==> src/rtl/btn_scan_dual.sv <==
module btn_scan_dual #(
  parameter int BANK_BITS   = 24,
  parameter int DIV         = 5,
  parameter int SCAN_PERIOD = 500000
) (
  input  logic                   clk,
  input  logic                   rst_n,
  output logic                   sr_load_n,
  output logic                   sr_clk,
  input  logic                   sr_dat_a,
  input  logic                   sr_dat_b,
  output logic [2*BANK_BITS-1:0] btn_state,
  output logic                   scan_valid,
  output logic                   scan_changed
);
  localparam int DW = (DIV > 2) ? $clog2(DIV) : 1;
  localparam int BW = (BANK_BITS > 2) ? $clog2(BANK_BITS) : 1;
  localparam int PW = (SCAN_PERIOD > 2) ? $clog2(SCAN_PERIOD) : 1;

  typedef enum logic [1:0] {S_IDLE, S_LOAD, S_SHIFT} st_t;
  st_t st;

  logic [PW-1:0]        per_cnt;
  logic [DW-1:0]        div_cnt;
  logic [BW-1:0]        bit_cnt;
  logic                 ph;
  logic [BANK_BITS-1:0] sh_a, sh_b;

  wire tick   = per_cnt == PW'(SCAN_PERIOD - 1);
  wire half   = div_cnt == DW'(DIV - 1);
  wire finish = (st == S_SHIFT) && half && ph && (bit_cnt == BW'(BANK_BITS - 1));
  wire start  = tick && ((st == S_IDLE) || finish);

  assign sr_load_n = (st != S_LOAD);

  always_ff @(posedge clk or negedge rst_n)
    if (!rst_n) per_cnt <= '0;
    else        per_cnt <= tick ? '0 : per_cnt + 1'b1;

  always_ff @(posedge clk or negedge rst_n) begin
    if (!rst_n) begin
      st           <= S_IDLE;
      div_cnt      <= '0;
      bit_cnt      <= '0;
      ph           <= 1'b0;
      sr_clk       <= 1'b0;
      sh_a         <= '1;
      sh_b         <= '1;
      btn_state    <= '1;
      scan_valid   <= 1'b0;
      scan_changed <= 1'b0;
    end else begin
      scan_valid   <= finish;
      scan_changed <= finish && ({sh_b, sh_a} != btn_state);
      if (finish) btn_state <= {sh_b, sh_a};
      div_cnt <= (start || half) ? '0 : div_cnt + 1'b1;
      case (st)
        S_IDLE:
          if (start) begin
            st <= S_LOAD;
            ph <= 1'b0;
          end
        S_LOAD:
          if (half) begin
            ph <= ~ph;
            if (ph) begin
              st      <= S_SHIFT;
              bit_cnt <= '0;
            end
          end
        S_SHIFT:
          if (half) begin
            if (!ph) begin
              sh_a   <= {sh_a[BANK_BITS-2:0], sr_dat_a};
              sh_b   <= {sh_b[BANK_BITS-2:0], sr_dat_b};
              sr_clk <= 1'b1;
              ph     <= 1'b1;
            end else begin
              sr_clk <= 1'b0;
              ph     <= 1'b0;
              if (bit_cnt == BW'(BANK_BITS - 1)) st <= start ? S_LOAD : S_IDLE;
              else                               bit_cnt <= bit_cnt + 1'b1;
            end
          end
        default: st <= S_IDLE;
      endcase
    end
  end

  logic          clk_d;
  logic [DW:0]   hold_cnt;
  always_ff @(posedge clk or negedge rst_n)
    if (!rst_n) begin
      clk_d    <= 1'b0;
      hold_cnt <= '0;
    end else begin
      clk_d <= sr_clk;
      if (sr_clk != clk_d)                hold_cnt <= '0;
      else if (hold_cnt != (DW+1)'(DIV)) hold_cnt <= hold_cnt + 1'b1;
    end

  p_clk_low_in_load_r2: assert property (@(posedge clk) disable iff (!rst_n)
    !sr_load_n |-> !sr_clk);
  p_min_phase_r3: assert property (@(posedge clk) disable iff (!rst_n)
    (sr_clk != clk_d) |-> (hold_cnt >= (DW+1)'(DIV - 1)));
  p_valid_pulse_r6: assert property (@(posedge clk) disable iff (!rst_n)
    scan_valid |=> !scan_valid);
  p_state_hold_r6: assert property (@(posedge clk) disable iff (!rst_n)
    !scan_valid |-> $stable(btn_state));
  p_changed_qual_r7: assert property (@(posedge clk) disable iff (!rst_n)
    scan_changed |-> scan_valid);
endmodule

==> config.mk <==
export PLATFORM = sky130hd
export DESIGN_NAME = btn_scan_dual
export DESIGN_NICKNAME = d
export VERILOG_FILES = /design/src/rtl/btn_scan_dual.sv
export SDC_FILE = /design/constraint.sdc
export NUM_CORES = 1
export LEC_CHECK = 0
export ABC_CLOCK_PERIOD_IN_PS = 2900
export CORE_MARGIN = 3
export CORE_UTILIZATION = 40
export CTS_CLUSTER_DIAMETER = 50
export DETAILED_ROUTE_END_ITERATION = 6
export GPL_ROUTABILITY_DRIVEN = 0
export PLACE_DENSITY = 0.65
export SLEW_MARGIN = 10
export SYNTH_ARGS = -nofsm -noshare
export SYNTH_HDL_FRONTEND = slang
export SYNTH_SLANG_ARGS = --single-unit
==> constraint.sdc <==
create_clock -name clk -period 2.9 [get_ports clk]
set_input_delay 0.58 -clock clk [delete_from_list [all_inputs] [get_ports clk]]
set_output_delay 0.58 -clock clk [all_outputs]
set_load 0.01 [all_outputs]
==> run metrics <==
status finished clean; Post-route DRC 0; Vert. Die Dim 126.8 um; Final HPWL DP 7754 um; clock network power share 55.2%; Seq/Total Area, Yosys 57.35%; Yosys reg bits 129; post-route ant nets 0; multi-input logic area 2405 um2; Syn Nets 446; part of the power in registers 43.7%; Setup Viol. Count Final 0; area share of xor/xnor cells in the synthesized design 9.451%; RR Startpoint st[0]; Sw Pwr 0.8208 mW; Tot GR Track Use 15.19%; vias in the first global route 3681; met1 Use GR 20.79%; IO Pins 56; CP endpoint kind primary output; Power Dens Cells 569.3 nW/um2; met2 Usage GRT 22.70%; largest cells by area after synthesis dfstp_2 43%, mux2_2 19%, dfrtp_1 14%; crit-path max FO 5; Final period util 80.00%; DRT iter0 DRCs 174; post-synthesis mux area share 19.42%; Synth Cell Area 5838 um2; fin util 51.71%; CP startpoint st[1]; IR drop worst, VDD 0.4425 mV; post-synthesis simple-gate area fraction 7.973%; MaxCap Viol Count 0; Synth area leader dfstp_2; Nets 515; initial antenna violation count 0; placed instance area 6645 um2; Post-Synth Adder-Cell Area 2.143%; count of cell types in the netlist 35; RSZ-0062 raised after global routing no; Worst Tran Pin Value 0.6937 ns; ANT cells 0; Setup crit start kind flop; worst rel slew slack 53.33%; worst path required time 2.32 ns; Arr. time, crit path 1.74 ns; Clock Sinks 129; Hold Path Class input port to async pin; EDFF count, synth 0; cell count of the worst reg-to-reg path 6; # Post-CTS Setup Buffers 0; Tmin final 2.320 ns; I/O Buffers 55; Num CTS Buffers 17; fin. max-slew vios 0; post-route cell area 7289 um2; Routed WL per cell 16.33 um; CTS tree done; Tot Pwr 4.150 mW; clock skew 0.008860 ns; final worst-path setup slack 0.5801 ns; mean number of vias per cell 5.004; switching share of power 19.78%; Gate Count Post-Synth 432; Root Driver clkbuf_16; crit path kind flop to primary output; Fin Setup TNS 0 ns; Fin. Hold Viols 0; clk slew on worst S/H paths 0.05 ns; Logic pwr share 1.1%; largest net degree at the start of global routing 56; Die ar. 16080 um2; main combinational cell family by area after synthesis multiplexers; main flop type after synthesis dfstp_2; Initial Util 41.42%; post-synthesis average cell area 13.51 um2; clock buffer depth 2; aggregate global routing overflow 0; synthesis warning total 0; proportion of layout cells with a drive suffix above 1 46.69%; share of the synthesized area in the top cell type 43.21%; first-pass iteration count of the detailed router 4; GRT met3 Usage 5.263%; WL final 11330 um; global-route wire length before repair 18990 um; Post-synth top cells 98 x mux2_2, 96 x dfstp_2, 55 x xor2_1, 33 x dfrtp_1, 20 x nand2_1; # fillers 1201; Top Usage Layer GRT met2; register area 3348 um2; worst slack at placement 0.6734 ns; most frequent cell after synthesis mux2_2; fraction of registers with async set or reset after synthesis 100.0%; worst skew pair latency 0.42 ns; Synth Area in Compound Gates 2.079%; Chip Width 126.8 um; Post-CTS Hold Buffers 0; Resized cells post-CTS 0; Area Overhead vs Synth 24.86%; CTS H-tree lvls 4; leakage power 3.401 nW; Pint 3.329 mW; vias 3473; Core Rows 43; core area 14100 um2; Max Clock Freq 431.0 MHz
## metrics by stage
stage / std cells / hold slack (ns)
after floorplan: 432 / 0.2844
after global placement: 662 / 0.4671
after detailed placement: 662 / 0.4765
after CTS: 694 / 0.2007
after global routing: 694 / 0.2132
final: 694 / 0.1858
## registers in the layout (all words and copies together) (netlist names)
register and cells:
bit_cnt 5, btn_state 48, div_cnt 3, per_cnt 19, ph 1, scan_changed 1, scan_valid 1, sh_a 24
sh_b 24, sr_clk 1, st 2
## final cells by class
| class | instances | area share, % |
|---|---|---|
| sequential | 129 | 45.93 |
| inverter | 9 | 0.4634 |
| clock buffer | 19 | 6.368 |
| clock inverter | 13 | 2.472 |
| timing repair buffer | 63 | 8.685 |
| tap | 180 | 3.090 |
| multi-input combinational | 281 | 32.99 |
## final timing paths
kind                                     end  slack [ns]
worst max-delay path               sr_load_n        0.58
worst min-delay path              scan_valid        0.19
worst max register to register       sh_a[2]        0.70
worst min register to register    per_cnt[0]        0.48
max in group asynchronous       btn_state[8]        1.87
min in group clk                  per_cnt[0]        0.48
## layer usage
layer | vias to the layer above | routed length [um]
met3 | 11 | 378
met5 | - | 0
met2 | 48 | 5286
met4 | 0 | 127
met1 | 1759 | 5538
li1 | 1655 | -
## kinds of logic (layout without fill, tap and decap cells)
| kind of cell | count (synthesis) | after routing |
|---|---|---|
| buf+inv | 22 | 104 |
| fa+ha+maj | 10 | 10 |
| mux | 101 | 101 |
| xor+xnor | 63 | 63 |
| compound gates | 18 | 18 |
| flops | 129 | 129 |
| simple gates | 89 | 89 |
## cell usage in the layout, fill, tap and decap left out, types with 10 or more instances in the layout
cell             instances
mux2_2                  98
dfstp_2                 96
xor2_1                  55
clkdlybuf4s50_1         54
dfrtp_1                 33
nand2_1                 20
clkbuf_16               18
nor4_1                  15
nand3_1                 14
nor2_1                  14
ha_1                    10
## critical path, cell delays in order, from the launching register on
cell             delay, ns
dfrtp_1               0.41
inv_1                 0.11
ha_1                  0.23
inv_1                 0.06
clkdlybuf4s50_1       0.53
## power by group through the flow
stage               registers, mW  logic [mW]  clock network, mW
finish                       1.81      0.0465               2.29
global route                 1.81      0.0537               2.43
CTS                          1.81      0.0493               2.34
detailed placement           1.84      0.0490                  0
global placement             1.84      0.0479                  0
floorplan                    1.84     0.00370                  0
(Power assumes the default switching activity.)
